===== src/rtl/fsnp_pkg.sv =====
package fsnp_pkg;
  localparam int DATA_W = 8;
  localparam int HI_W   = 4;
  localparam int ADDR_W = 16;
  localparam int REC_W  = ADDR_W + DATA_W;

  function automatic logic [REC_W-1:0] make_rec(input logic [ADDR_W-1:0] a,
                                                input logic [DATA_W-1:0] d);
    return {a, d};
  endfunction
endpackage


===== src/rtl/fsnp_sync.sv =====
module fsnp_sync #(
  parameter int W = 8
) (
  input  logic         clk,
  input  logic         rst,
  input  logic [W-1:0] din,
  output logic [W-1:0] cur,
  output logic [W-1:0] prv
);
  logic [W-1:0] meta_q, cur_q, prv_q;

  always_ff @(posedge clk) begin
    if (rst) begin
      meta_q <= '0;
      cur_q  <= '0;
      prv_q  <= '0;
    end else begin
      meta_q <= din;
      cur_q  <= meta_q;
      prv_q  <= cur_q;
    end
  end

  assign cur = cur_q;
  assign prv = prv_q;
endmodule


===== src/rtl/fsnp_addr_latch.sv =====
module fsnp_addr_latch
  import fsnp_pkg::*;
(
  input  logic              clk,
  input  logic              rst,
  input  logic              ale_fall,
  input  logic              bank_en,
  input  logic [DATA_W-1:0] lo,
  input  logic [HI_W-1:0]   hi,
  input  logic              bank,
  output logic [ADDR_W-1:0] addr_eff,
  output logic              started_eff
);
  localparam int PAD_W = ADDR_W - DATA_W - HI_W - 1;

  logic [ADDR_W-1:0] addr_q, addr_new;
  logic              started_q;

  // Address store comes first, so a same-sample capture sees the new value.
  assign addr_new    = {{PAD_W{1'b0}}, bank & bank_en, hi, lo};
  assign addr_eff    = ale_fall ? addr_new : addr_q;
  assign started_eff = started_q | ale_fall;

  always_ff @(posedge clk) begin
    if (rst) begin
      addr_q    <= '0;
      started_q <= 1'b0;
    end else if (ale_fall) begin
      addr_q    <= addr_new;
      started_q <= 1'b1;
    end
  end


  started_sticky_chk: assert property (@(posedge clk) disable iff (rst)
    started_q |=> started_q);

  addr_pad_chk: assert property (@(posedge clk) disable iff (rst)
    addr_q[ADDR_W-1:ADDR_W-PAD_W] == '0);
endmodule


===== src/rtl/fsnp_rec_out.sv =====
module fsnp_rec_out
  import fsnp_pkg::*;
(
  input  logic             clk,
  input  logic             rst,
  input  logic             push,
  input  logic [REC_W-1:0] rec_in,
  input  logic             ready,
  output logic             valid,
  output logic [REC_W-1:0] data,
  output logic             ovf
);
  logic             valid_q, ovf_q;
  logic [REC_W-1:0] data_q;
  logic             stall;

  assign stall = valid_q & ~ready;

  always_ff @(posedge clk) begin
    if (rst) begin
      valid_q <= 1'b0;
      ovf_q   <= 1'b0;
      data_q  <= '0;
    end else begin
      if (push && stall) begin
        ovf_q <= 1'b1;
      end else if (push) begin
        valid_q <= 1'b1;
        data_q  <= rec_in;
      end else if (valid_q && ready) begin
        valid_q <= 1'b0;
      end
    end
  end

  assign valid = valid_q;
  assign data  = data_q;
  assign ovf   = ovf_q;


  reset_clear_chk: assert property (@(posedge clk)
    rst |=> (!valid && !ovf));

  stall_hold_chk: assert property (@(posedge clk) disable iff (rst)
    (valid && !ready) |=> (valid && $stable(data)));

  drop_flag_chk: assert property (@(posedge clk) disable iff (rst)
    (valid && !ready && push) |=> ovf);

  ovf_sticky_chk: assert property (@(posedge clk) disable iff (rst)
    ovf |=> ovf);

  accept_clear_chk: assert property (@(posedge clk) disable iff (rst)
    (valid && ready && !push) |=> !valid);
endmodule


===== src/rtl/fetch_snoop.sv =====
module fetch_snoop
  import fsnp_pkg::*;
(
  input  logic              clk,
  input  logic              rst,
  input  logic              bank_en,
  input  logic [DATA_W-1:0] bus_ad,
  input  logic [HI_W-1:0]   addr_hi,
  input  logic              bank_bit,
  input  logic              ale,
  input  logic              psen_n,
  output logic              rec_valid,
  input  logic              rec_ready,
  output logic [REC_W-1:0]  rec_data,
  output logic              overflow
);
  localparam int SW = DATA_W + HI_W + 3;
  localparam int P_ALE  = DATA_W + HI_W;
  localparam int P_PSEN = P_ALE + 1;
  localparam int P_BANK = P_ALE + 2;

  logic [SW-1:0]     s_cur, s_prv;
  logic              ale_fall, psen_rise, started, push;
  logic [ADDR_W-1:0] addr_eff;
  logic [REC_W-1:0]  rec_new;

  fsnp_sync #(.W(SW)) sync_i (
    .clk (clk),
    .rst (rst),
    .din ({bank_bit, psen_n, ale, addr_hi, bus_ad}),
    .cur (s_cur),
    .prv (s_prv)
  );

  assign ale_fall  = s_prv[P_ALE] & ~s_cur[P_ALE];
  assign psen_rise = ~s_prv[P_PSEN] & s_cur[P_PSEN];

  fsnp_addr_latch alat_i (
    .clk         (clk),
    .rst         (rst),
    .ale_fall    (ale_fall),
    .bank_en     (bank_en),
    .lo          (s_cur[DATA_W-1:0]),
    .hi          (s_cur[P_ALE-1:DATA_W]),
    .bank        (s_cur[P_BANK]),
    .addr_eff    (addr_eff),
    .started_eff (started)
  );

  assign push    = psen_rise & started;
  assign rec_new = make_rec(addr_eff, s_cur[DATA_W-1:0]);

  fsnp_rec_out rout_i (
    .clk    (clk),
    .rst    (rst),
    .push   (push),
    .rec_in (rec_new),
    .ready  (rec_ready),
    .valid  (rec_valid),
    .data   (rec_data),
    .ovf    (overflow)
  );


  no_spurious_chk: assert property (@(posedge clk) disable iff (rst)
    (!psen_rise && !(rec_valid && !rec_ready)) |=> !(rec_valid && !$past(rec_valid)));

  bank_off_chk: assert property (@(posedge clk) disable iff (rst)
    (push && !bank_en) |-> (rec_new[DATA_W+12] == 1'b0));
endmodule


===== config.mk =====
export PLATFORM = sky130hd
export DESIGN_NAME = fetch_snoop
export DESIGN_NICKNAME = d
export VERILOG_FILES = /design/src/rtl/fsnp_pkg.sv /design/src/rtl/fsnp_sync.sv /design/src/rtl/fsnp_addr_latch.sv /design/src/rtl/fsnp_rec_out.sv /design/src/rtl/fetch_snoop.sv
export SDC_FILE = /design/constraint.sdc
export NUM_CORES = 1
export LEC_CHECK = 0
export BUFFER_PORTS_ARGS = -buffer_cell sky130_fd_sc_hd__buf_2
export CAP_MARGIN = 20
export CORE_AREA = 4 4 100 64
export DETAILED_ROUTE_END_ITERATION = 10
export DIE_AREA = 0 0 104 68
export GPL_TIMING_DRIVEN = 0
export PLACE_DENSITY = 0.69
export SLEW_MARGIN = 30
export SYNTH_ARGS = -nofsm -noshare
export SYNTH_HDL_FRONTEND = slang
export SYNTH_SLANG_ARGS = --single-unit

===== constraint.sdc =====
create_clock -name clk -period 2 [get_ports clk]
set_input_delay 0.4 -clock clk [delete_from_list [all_inputs] [get_ports clk]]
set_output_delay 0.4 -clock clk [all_outputs]
set_load 0.02 [all_outputs]

==> results.sh, run 1 <==
export IMPL_synth_area_um2=2410
export IMPL_synth_top_family_by_area="simple AND/OR/NAND/NOR gates"
export IMPL_drt_iter0_drc=48
export IMPL_die_w_um=104
export IMPL_power_switching_mw=0.626
export IMPL_ir_drop_uv=452
export IMPL_routedWlPerCell_um=12.6
export IMPL_post_cts_resized=0
export IMPL_setup_viol=0
export IMPL_drc=0
export IMPL_drive_above_1_share_pct=25.3
export IMPL_synth_edf_count=0
export IMPL_rsz0062_at_grt="no"
export IMPL_power_share_switching_pct=20.6
export IMPL_rrSetupSlack_ns=0.30
export IMPL_crit_required_ns=2.27
export IMPL_die_h_um=68
export IMPL_synth_xor_area_share_pct=0
export IMPL_synthAdderAreaFrac_pct=0
export IMPL_die_area_um2=7070
export IMPL_dr_pass1_iters=4
export IMPL_post_cts_buffers=0
export IMPL_p_total_mw=3.04
export IMPL_final_hold_viol_count=0
export IMPL_crit_fanout=10
export IMPL_syn2layout_area_growth_pct=22.9
export IMPL_rows=21
export IMPL_yosys_top_cells_count="75 x dfxtp_1, 35 x nor2b_1, 28 x nor2_1"
export IMPL_fmax_mhz=588
export IMPL_synth_top_area_share_pct=62.4
export IMPL_syn_nets=245
export IMPL_grt_max_degree=15
export IMPL_cts_tree="yes"
export IMPL_clock_power_share_pct=45.9
export IMPL_hp_class="input pin to register"
export IMPL_port_buffers=43
export IMPL_leakage_nw=1.27
export IMPL_numClockSinks=75
export IMPL_powerDensity_nw_per_um2=1030
export IMPL_grt_total_usage_pct=14.1
export IMPL_synth_area_top_cells="dfxtp_1 62%, nor2b_1 9.1%, mux2i_1 5.0%, nor2_1 4.4%, a21oi_1 3.3%"
export IMPL_via_per_inst=4.58
export IMPL_syn_avg_cell_area_um2=10.7
export IMPL_yosys_register_bits=75
export IMPL_yosys_area_top_type="dfxtp_1"
export IMPL_start_util_pct=44.0
export IMPL_ys_flop_type="dfxtp_1"
export IMPL_synth_yosys_warnings=0
export IMPL_maxCapViolations=0
export IMPL_cts_made_buffers=9
export IMPL_tightest_slew_ns=0.583
export IMPL_core_area_um2=5470
export IMPL_h_tree_depth=3
export IMPL_postSynthCellCount=226
export IMPL_wl_um=4470
export IMPL_grt_first_pass_wirelength_um=7490
export IMPL_crit_type="register to register"
export IMPL_intPower_mw=2.41
export IMPL_seq_power_share_pct=50.7
export IMPL_grt_overflow=0
export IMPL_io_pins=45
export IMPL_combinationalPowerShare_pct=3.5
export IMPL_ys_types=21
export IMPL_status="finished, final reports clean"
export IMPL_finClkSkew_ns=0.00449
export IMPL_synth_most_common_cell="dfxtp_1"
export IMPL_clockBufferDepth=2
export IMPL_ys_seq_area_share_pct=62.4
export IMPL_first_global_vias=1528
export IMPL_dpl_hpwl_um=3240
export IMPL_slew_limit_headroom_pct=61.1
export IMPL_root_buffer="clkbuf_8"
export IMPL_slew_violations=0
export IMPL_nNetsFinal=299
export IMPL_via_count=1620
export IMPL_diodes=0
export IMPL_synth_compound_area_share_pct=9.98
export IMPL_antenna_found_initial=0
export IMPL_min_period_ns=1.70
export IMPL_gp_congestion=0.749
export IMPL_clk_latency_ns=0.34
export IMPL_ant_nets=0
export IMPL_period_share_pct=85.0
export IMPL_fin_setup_tns_ns=0
export IMPL_path_clk_slew_ns=0.08
export IMPL_cp_start_kind="register"
export IMPL_critPathArrivalTime_ns=1.97
export IMPL_synth_simple_area_share_pct=19.2
export IMPL_cts_hold_buf=0
export IMPL_synthArstFlopShare_pct=0
export IMPL_worstSetupEndpointType="register"
export IMPL_muxShareOfSynthArea_pct=4.99
==> layout by cell type (no fill, tap or decap), types with 6 or more instances in the layout <==
master / Yosys / layout
a211oi_1: 7 / 7
a211oi_2: 6 / 6
a21oi_1: 16 / 16
buf_2: 1 / 44
clkbuf_1: 9 / 9
clkbuf_8: 0 / 9
dfxtp_1: 75 / 75
mux2i_1: 12 / 12
nand2_1: 19 / 19
nor2_1: 28 / 28
nor2b_1: 35 / 35
==> through the flow <==
stage | utilization, % | instances | setup WS (ns) | hold WS, ns | cell area [um^2]
after floorplan | - | 226 | 0.549 | 0.414 | 2410
after global placement | 49.6 | 338 | 0.328 | 0.418 | 2710
after detailed placement | 49.6 | 338 | 0.301 | 0.425 | 2710
after CTS | 54.1 | 354 | 0.289 | 0.240 | 2960
after global routing | 54.1 | 354 | 0.160 | 0.238 | 2960
final | 54.1 | 354 | 0.300 | 0.257 | 2960
==> per-layer routing <==
| metal | part of all wire, % | routed length, um | track usage, % |
|---|---|---|---|
| met1 | 49 | 2210 | 17.5 |
| met2 | 43 | 1920 | 21.9 |
| met5 | 0 | 0 | 0 |
| met4 | 0.76 | 34 | 2.99 |
| met3 | 6.8 | 306 | 7.63 |
==> sequential cells by signal (all words and copies together), names as in the netlist <==
register / count
alat_i.addr_q: 16
alat_i.started_q: 1
rout_i.data: 24
rout_i.ovf: 1
rout_i.valid: 1
sync_i.cur: 15
sync_i.meta_q: 15
sync_i.prv: 2
==> logic make-up (layout without fill, tap and decap cells) <==
group	count (synthesis)	in the layout
and+or+nand+nor	92	92
muxes	12	12
DFF	75	75
buffers and inverters	15	74
AOI/OAI and AO/OA	32	32
==> cell type report <==
type,instances,area [um^2]
inverter,1,3.75
timing repair buffer,43,215
fill,534,2510
multi-input combinational,136,822
clock buffer,9,124
clock inverter,7,125
sequential,75,1500
buffer,14,80.1
tap,69,86.3
==> final timing paths <==
check / start / to / cells after the start
worst max-delay path: sync_i.cur[12]$_SDFF_PP0_ / rout_i.data[22]$_SDFFE_PP0P_ / 6
worst min-delay path: bus_ad[4] / sync_i.meta_q[4]$_SDFF_PP0_ / 2
worst max register to register: sync_i.cur[12]$_SDFF_PP0_ / rout_i.data[22]$_SDFFE_PP0P_ / 6
worst min register to register: sync_i.meta_q[0]$_SDFF_PP0_ / sync_i.cur[0]$_SDFF_PP0_ / 1
==> worst max-delay path, stage by stage, from the launching register on <==
cell,delay [ns]
dfxtp_1,0.32
nand2b_4,0.13
buf_6,0.15
a211oi_4,0.52
buf_6,0.22
nand3_1,0.11
a21oi_1,0.17
==> power groups by stage <==
stage	clock (mW)	combinational [mW]	sequential (mW)
5_1_grt	1.50	0.120	1.54
4_1_cts	1.43	0.107	1.54
3_5_place_dp	0	0.107	1.57
3_3_place_gp	0	0.105	1.57
6_report	1.39	0.105	1.54
2_1_floorplan	0	0.0650	1.58
Note: power is estimated with default switching activity, not from simulation.
==> run 2: changes to the inputs <==
==> constraint.sdc (replaced) <==
create_clock -name clk -period 1.7 [get_ports clk]
set_input_delay 0.34 -clock clk [delete_from_list [all_inputs] [get_ports clk]]
set_output_delay 0.34 -clock clk [all_outputs]
set_load 0.02 [all_outputs]
==> results.sh, run 2 (same netlist as run 1, synthesis figures left out) <==
export IMPL_path_clk_slew_ns=0.08
export IMPL_crit_type="register to register"
export IMPL_final_common_cell="dfxtp_1"
export IMPL_maxCapViolations=0
export IMPL_die_area_um2=7070
export IMPL_critPathArrivalTime_ns=1.87
export IMPL_die_h_um=68
export IMPL_p_total_mw=3.58
export IMPL_status="finished, final reports clean"
export IMPL_gp_congestion=0.749
export IMPL_start_util_pct=44.0
export IMPL_grt_overflow=0
export IMPL_grt_total_usage_pct=14.1
export IMPL_via_count=1655
export IMPL_combinationalPowerShare_pct=3.5
export IMPL_io_pins=45
export IMPL_fin_cells=356
export IMPL_seq_power_share_pct=50.6
export IMPL_num_fill_cells=532
export IMPL_grt_max_degree=15
export IMPL_clock_power_share_pct=45.9
export IMPL_top_usage_layer="met2"
export IMPL_intPower_mw=2.84
export IMPL_core_area_um2=5470
export IMPL_setup_slack_ns=0.107
export IMPL_die_w_um=104
export IMPL_power_share_switching_pct=20.8
export IMPL_powerDensity_nw_per_um2=1200
export IMPL_setup_viol=0
export IMPL_h_tree_depth=3
export IMPL_layout_common_cells="75 x dfxtp_1, 44 x buf_2, 35 x nor2b_1"
export IMPL_syn2layout_area_growth_pct=23.7
export IMPL_routedWlPerCell_um=12.7
export IMPL_drc=0
export IMPL_crit_required_ns=1.98
export IMPL_antenna_found_initial=0
export IMPL_cts_tree="yes"
export IMPL_grt_first_pass_wirelength_um=7490
export IMPL_rrSetupSlack_ns=0.11
export IMPL_slew_violations=0
export IMPL_use_met2_pct=21.9
export IMPL_min_period_ns=1.59
export IMPL_via_per_inst=4.65
export IMPL_cts_made_buffers=9
export IMPL_rsz0062_at_grt="no"
export IMPL_clk_latency_ns=0.35
export IMPL_drt_iter0_drc=41
export IMPL_dp_cells=338
export IMPL_root_buffer="clkbuf_8"
export IMPL_ant_nets=0
export IMPL_fmax_mhz=628
export IMPL_fin_setup_tns_ns=0
export IMPL_largest_reg_flops=24
export IMPL_diodes=0
export IMPL_period_share_pct=93.7
export IMPL_slew_limit_headroom_pct=58.3
export IMPL_ir_drop_uv=529
export IMPL_port_buffers=43
export IMPL_crit_fanout=10
export IMPL_dr_pass1_iters=4
export IMPL_clockBufferDepth=2
export IMPL_tightest_slew_ns=0.625
export IMPL_dpl_hpwl_um=3240
export IMPL_finClkSkew_ns=0.00814
export IMPL_worstSetupEndpointType="register"
export IMPL_wl_um=4540
export IMPL_power_switching_mw=0.744
export IMPL_use_met3_pct=7.63
export IMPL_numClockSinks=75
export IMPL_grt_use_met1_pct=17.5
export IMPL_final_hold_viol_count=0
export IMPL_dpl_worst_slack_ns=0.000754
export IMPL_utilization_pct=54.5
export IMPL_drive_above_1_share_pct=26.5
export IMPL_rows=21
export IMPL_first_global_vias=1526
export IMPL_cp_start_kind="register"
export IMPL_nNetsFinal=301
export IMPL_leakage_nw=1.28
export IMPL_hp_class="input pin to register"
==> run 2: cell types whose count changed in the layout (fill, tap and decap cells not counted) <==
cell	before	now
a21oi_1	16	15
clkbuf_1	9	8
buf_4	1	3
clkbuf_2	0	1
a21oi_2	0	1
==> run 2: final timing paths <==
| check | startpoint | to | cells past startpoint |
|---|---|---|---|
| hold / removal | bus_ad[4] | sync_i.meta_q[4]$_SDFF_PP0_ | 2 |
| setup reg to reg | sync_i.cur[12]$_SDFF_PP0_ | rout_i.data[22]$_SDFFE_PP0P_ | 6 |
| hold reg to reg | sync_i.meta_q[13]$_SDFF_PP0_ | sync_i.cur[13]$_SDFF_PP0_ | 1 |
| setup / recovery | sync_i.cur[12]$_SDFF_PP0_ | rout_i.data[22]$_SDFFE_PP0P_ | 6 |
==> run 2: final cells by class <==
type                            count  area (um^2)  area share [%]
Buffer                             14         81.3            2.73
Timing Repair Buffer               45          230            7.73
Clock inverter                      7          125            4.20
Sequential cell                    75         1500            50.4
Tap cell                           69         86.3            2.90
Inverter                            1         3.75           0.126
Clock buffer                        9          124            4.16
Multi-Input combinational cell    136          826            27.7
==> run 2: timing repair <==
action,in CTS,in global routing
hold buffers,0,0
setup endpoints to repair,2,16
resized for setup,0,3
pin swaps,1,1
endpoints found under the hold margin,0,0
buffers inserted,0,2
==> run 2: critical path, stage by stage (launching register included) <==
cell and delay [ns]:
dfxtp_1 0.32, nand2b_4 0.13, buf_6 0.15, a211oi_4 0.43
buf_6 0.21, nand3_1 0.12, a21oi_2 0.16
==> run 2: routing by layer <==
metal  vias to the layer above  share of wire, %
li1                        853                 -
met1                       759                48
met2                        41                43
met5                         -                 0
met4                         0              0.55
met3                         2               7.7
==> run 2: metrics by stage <==
stage	instance area, um^2	hold slack, ns
finish	2980	0.196
global route	2980	0.178
CTS	2960	0.180
detailed placement	2710	0.425
global placement	2710	0.418
floorplan	2410	0.414
==> run 2: power groups by stage <==
| stage | clock (mW) | sequential [mW] | combinational, mW |
|---|---|---|---|
| global route | 1.77 | 1.82 | 0.142 |
| finish | 1.65 | 1.81 | 0.125 |
| global placement | 0 | 1.85 | 0.123 |
| floorplan | 0 | 1.85 | 0.0764 |
| detailed placement | 0 | 1.85 | 0.125 |
| CTS | 1.68 | 1.81 | 0.126 |
==> run 3: changes to the inputs <==
--- a/config.mk
+++ b/config.mk
@@ -5,13 +5,14 @@
 export SDC_FILE = /design/constraint.sdc
 export NUM_CORES = 1
 export LEC_CHECK = 0
-export BUFFER_PORTS_ARGS = -buffer_cell sky130_fd_sc_hd__buf_2
+export BUFFER_PORTS_ARGS = -buffer_cell sky130_fd_sc_hd__clkbuf_2
 export CAP_MARGIN = 20
 export CORE_AREA = 4 4 100 64
 export DETAILED_ROUTE_END_ITERATION = 10
 export DIE_AREA = 0 0 104 68
 export GPL_TIMING_DRIVEN = 0
 export PLACE_DENSITY = 0.69
+export REMOVE_ABC_BUFFERS = 1
 export SLEW_MARGIN = 30
 export SYNTH_ARGS = -nofsm -noshare
 export SYNTH_HDL_FRONTEND = slang
==> results.sh, run 3 (same netlist as run 1, synthesis figures left out) <==
export IMPL_hold_path_depth=2
export IMPL_clockBufferDepth=2
export IMPL_slew_limit_headroom_pct=46.8
export IMPL_grt_overflow=0
export IMPL_worstSetupEndpointType="register"
export IMPL_rsz0062_at_grt="no"
export IMPL_powerDensity_nw_per_um2=1120
export IMPL_path_clk_slew_ns=0.07
export IMPL_crit_fanout=7
export IMPL_via_per_inst=4.56
export IMPL_min_period_ns=1.52
export IMPL_wl_um=3960
export IMPL_clk_latency_ns=0.34
export IMPL_setup_viol=0
export IMPL_dpl_hpwl_um=2510
export IMPL_hp_class="input pin to register"
export IMPL_diodes=0
export IMPL_routedWlPerCell_um=11.4
export IMPL_cts_tree="yes"
export IMPL_leakage_nw=1.23
export IMPL_gp_congestion=0.728
export IMPL_die_w_um=104
export IMPL_crit_required_ns=1.95
export IMPL_period_share_pct=89.3
export IMPL_cp_slowest_cell="o211ai_1"
export IMPL_via_count=1588
export IMPL_fmax_mhz=659
export IMPL_fin_area_um2=2890
export IMPL_worst_path_buf_inv=1
export IMPL_path_delay_family="compound AO/OA/AOI/OAI gates"
export IMPL_drc=0
export IMPL_tightest_slew_ns=0.798
export IMPL_ant_nets=0
export IMPL_nNetsFinal=293
export IMPL_numClockSinks=75
export IMPL_grt_total_usage_pct=12.4
export IMPL_ir_drop_uv=509
export IMPL_core_area_um2=5470
export IMPL_h_tree_depth=3
export IMPL_maxCapViolations=0
export IMPL_die_h_um=68
export IMPL_antenna_found_initial=0
export IMPL_layout_common_cells="75 x dfxtp_1, 43 x clkbuf_2, 35 x nor2b_1"
export IMPL_finClkSkew_ns=0.00569
export IMPL_cpPeakStageDelay_ns=0.49
export IMPL_rrSetupSlack_ns=0.18
export IMPL_rows=21
export IMPL_setup_slack_ns=0.182
export IMPL_syn2layout_area_growth_pct=20.2
export IMPL_grt_first_pass_wirelength_um=6700
export IMPL_cp_depth=5
export IMPL_final_hold_viol_count=0
export IMPL_first_global_vias=1450
export IMPL_largest_reg_flops=24
export IMPL_die_area_um2=7070
export IMPL_placed_cell_area_um2=2670
export IMPL_reg2reg_depth=5
export IMPL_start_util_pct=44.0
export IMPL_final_common_cell="dfxtp_1"
export IMPL_cts_hold_buf=0
export IMPL_port_buffers=44
export IMPL_cp_start_kind="register"
export IMPL_grt_max_degree=74
export IMPL_critPathArrivalTime_ns=1.77
export IMPL_timing_hold_ws_ns=0.209
export IMPL_slew_violations=0
export IMPL_p_total_mw=3.24
export IMPL_cts_made_buffers=9
export IMPL_drt_iter0_drc=70
export IMPL_crit_type="register to register"
export IMPL_io_pins=45
export IMPL_drive_above_1_share_pct=26.5
export IMPL_dr_pass1_iters=4
export IMPL_dpl_worst_slack_ns=-0.204
export IMPL_status="finished, final reports clean"
export IMPL_root_buffer="clkbuf_8"
export IMPL_crit_chain="nor2b_1 > o211ai_1 > buf_4 > nand2_1 > a21oi_1"
run 3: cell count changes in the layout (fill, tap and decap cells not counted), sizes merged:
cell and change:
clkinvlp +1, inv -1, clkbuf +37, bufinv -2, buf -43
run 3: area by class of cell:
| class | count | area (um^2) |
|---|---|---|
| multi-input cells | 136 | 822 |
| clock buffers | 11 | 141 |
| inverters | 1 | 3.75 |
| repair buffers | 51 | 287 |
| well taps | 69 | 86.3 |
| flip-flops and latches | 75 | 1500 |
| clock inverters | 5 | 52.6 |
| fillers | 506 | 2570 |
run 3: metal layers:
layer / routed length (um) / up-vias / GRT usage [%]
met1: 1930 / 709 / 15.5
met3: 315 / 5 / 7.26
met2: 1680 / 45 / 18.1
met4: 25 / 0 / 3.98
li1: - / 829 / -
met5: 0 / - / 0
run 3: per-stage QoR:
step	util [%]	setup TNS (ns)	cells
after floorplan	-	-3.99	212
after global placement	48.2	-16.47	325
after detailed placement	48.9	-1.43	328
after global routing	53.0	0	348
final	53.0	0	348
after CTS	52.5	0	345
run 3: power breakdown:
part	total, mW	internal [mW]	leakage [nW]	switching (mW)
sequential	1.81	1.80	0.611	0.0130
clock	1.31	0.711	0.0991	0.600
combinational	0.117	0.0527	0.519	0.0642
run 3: final timing paths:
kind,startpoint,end
max,sync_i.prv[12]$_SDFF_PP0_,rout_i.data[2]$_SDFFE_PP0P_
max reg2reg,sync_i.prv[12]$_SDFF_PP0_,rout_i.data[2]$_SDFFE_PP0P_
min,psen_n,sync_i.meta_q[13]$_SDFF_PP0_
min reg2reg,sync_i.meta_q[9]$_SDFF_PP0_,sync_i.cur[9]$_SDFF_PP0_
run 3: what timing repair did:
action,4_1_cts,5_1_grt
resized for setup,0,0
endpoints found under the setup margin,15,7
pin swaps,1,0
setup buffers,1,3
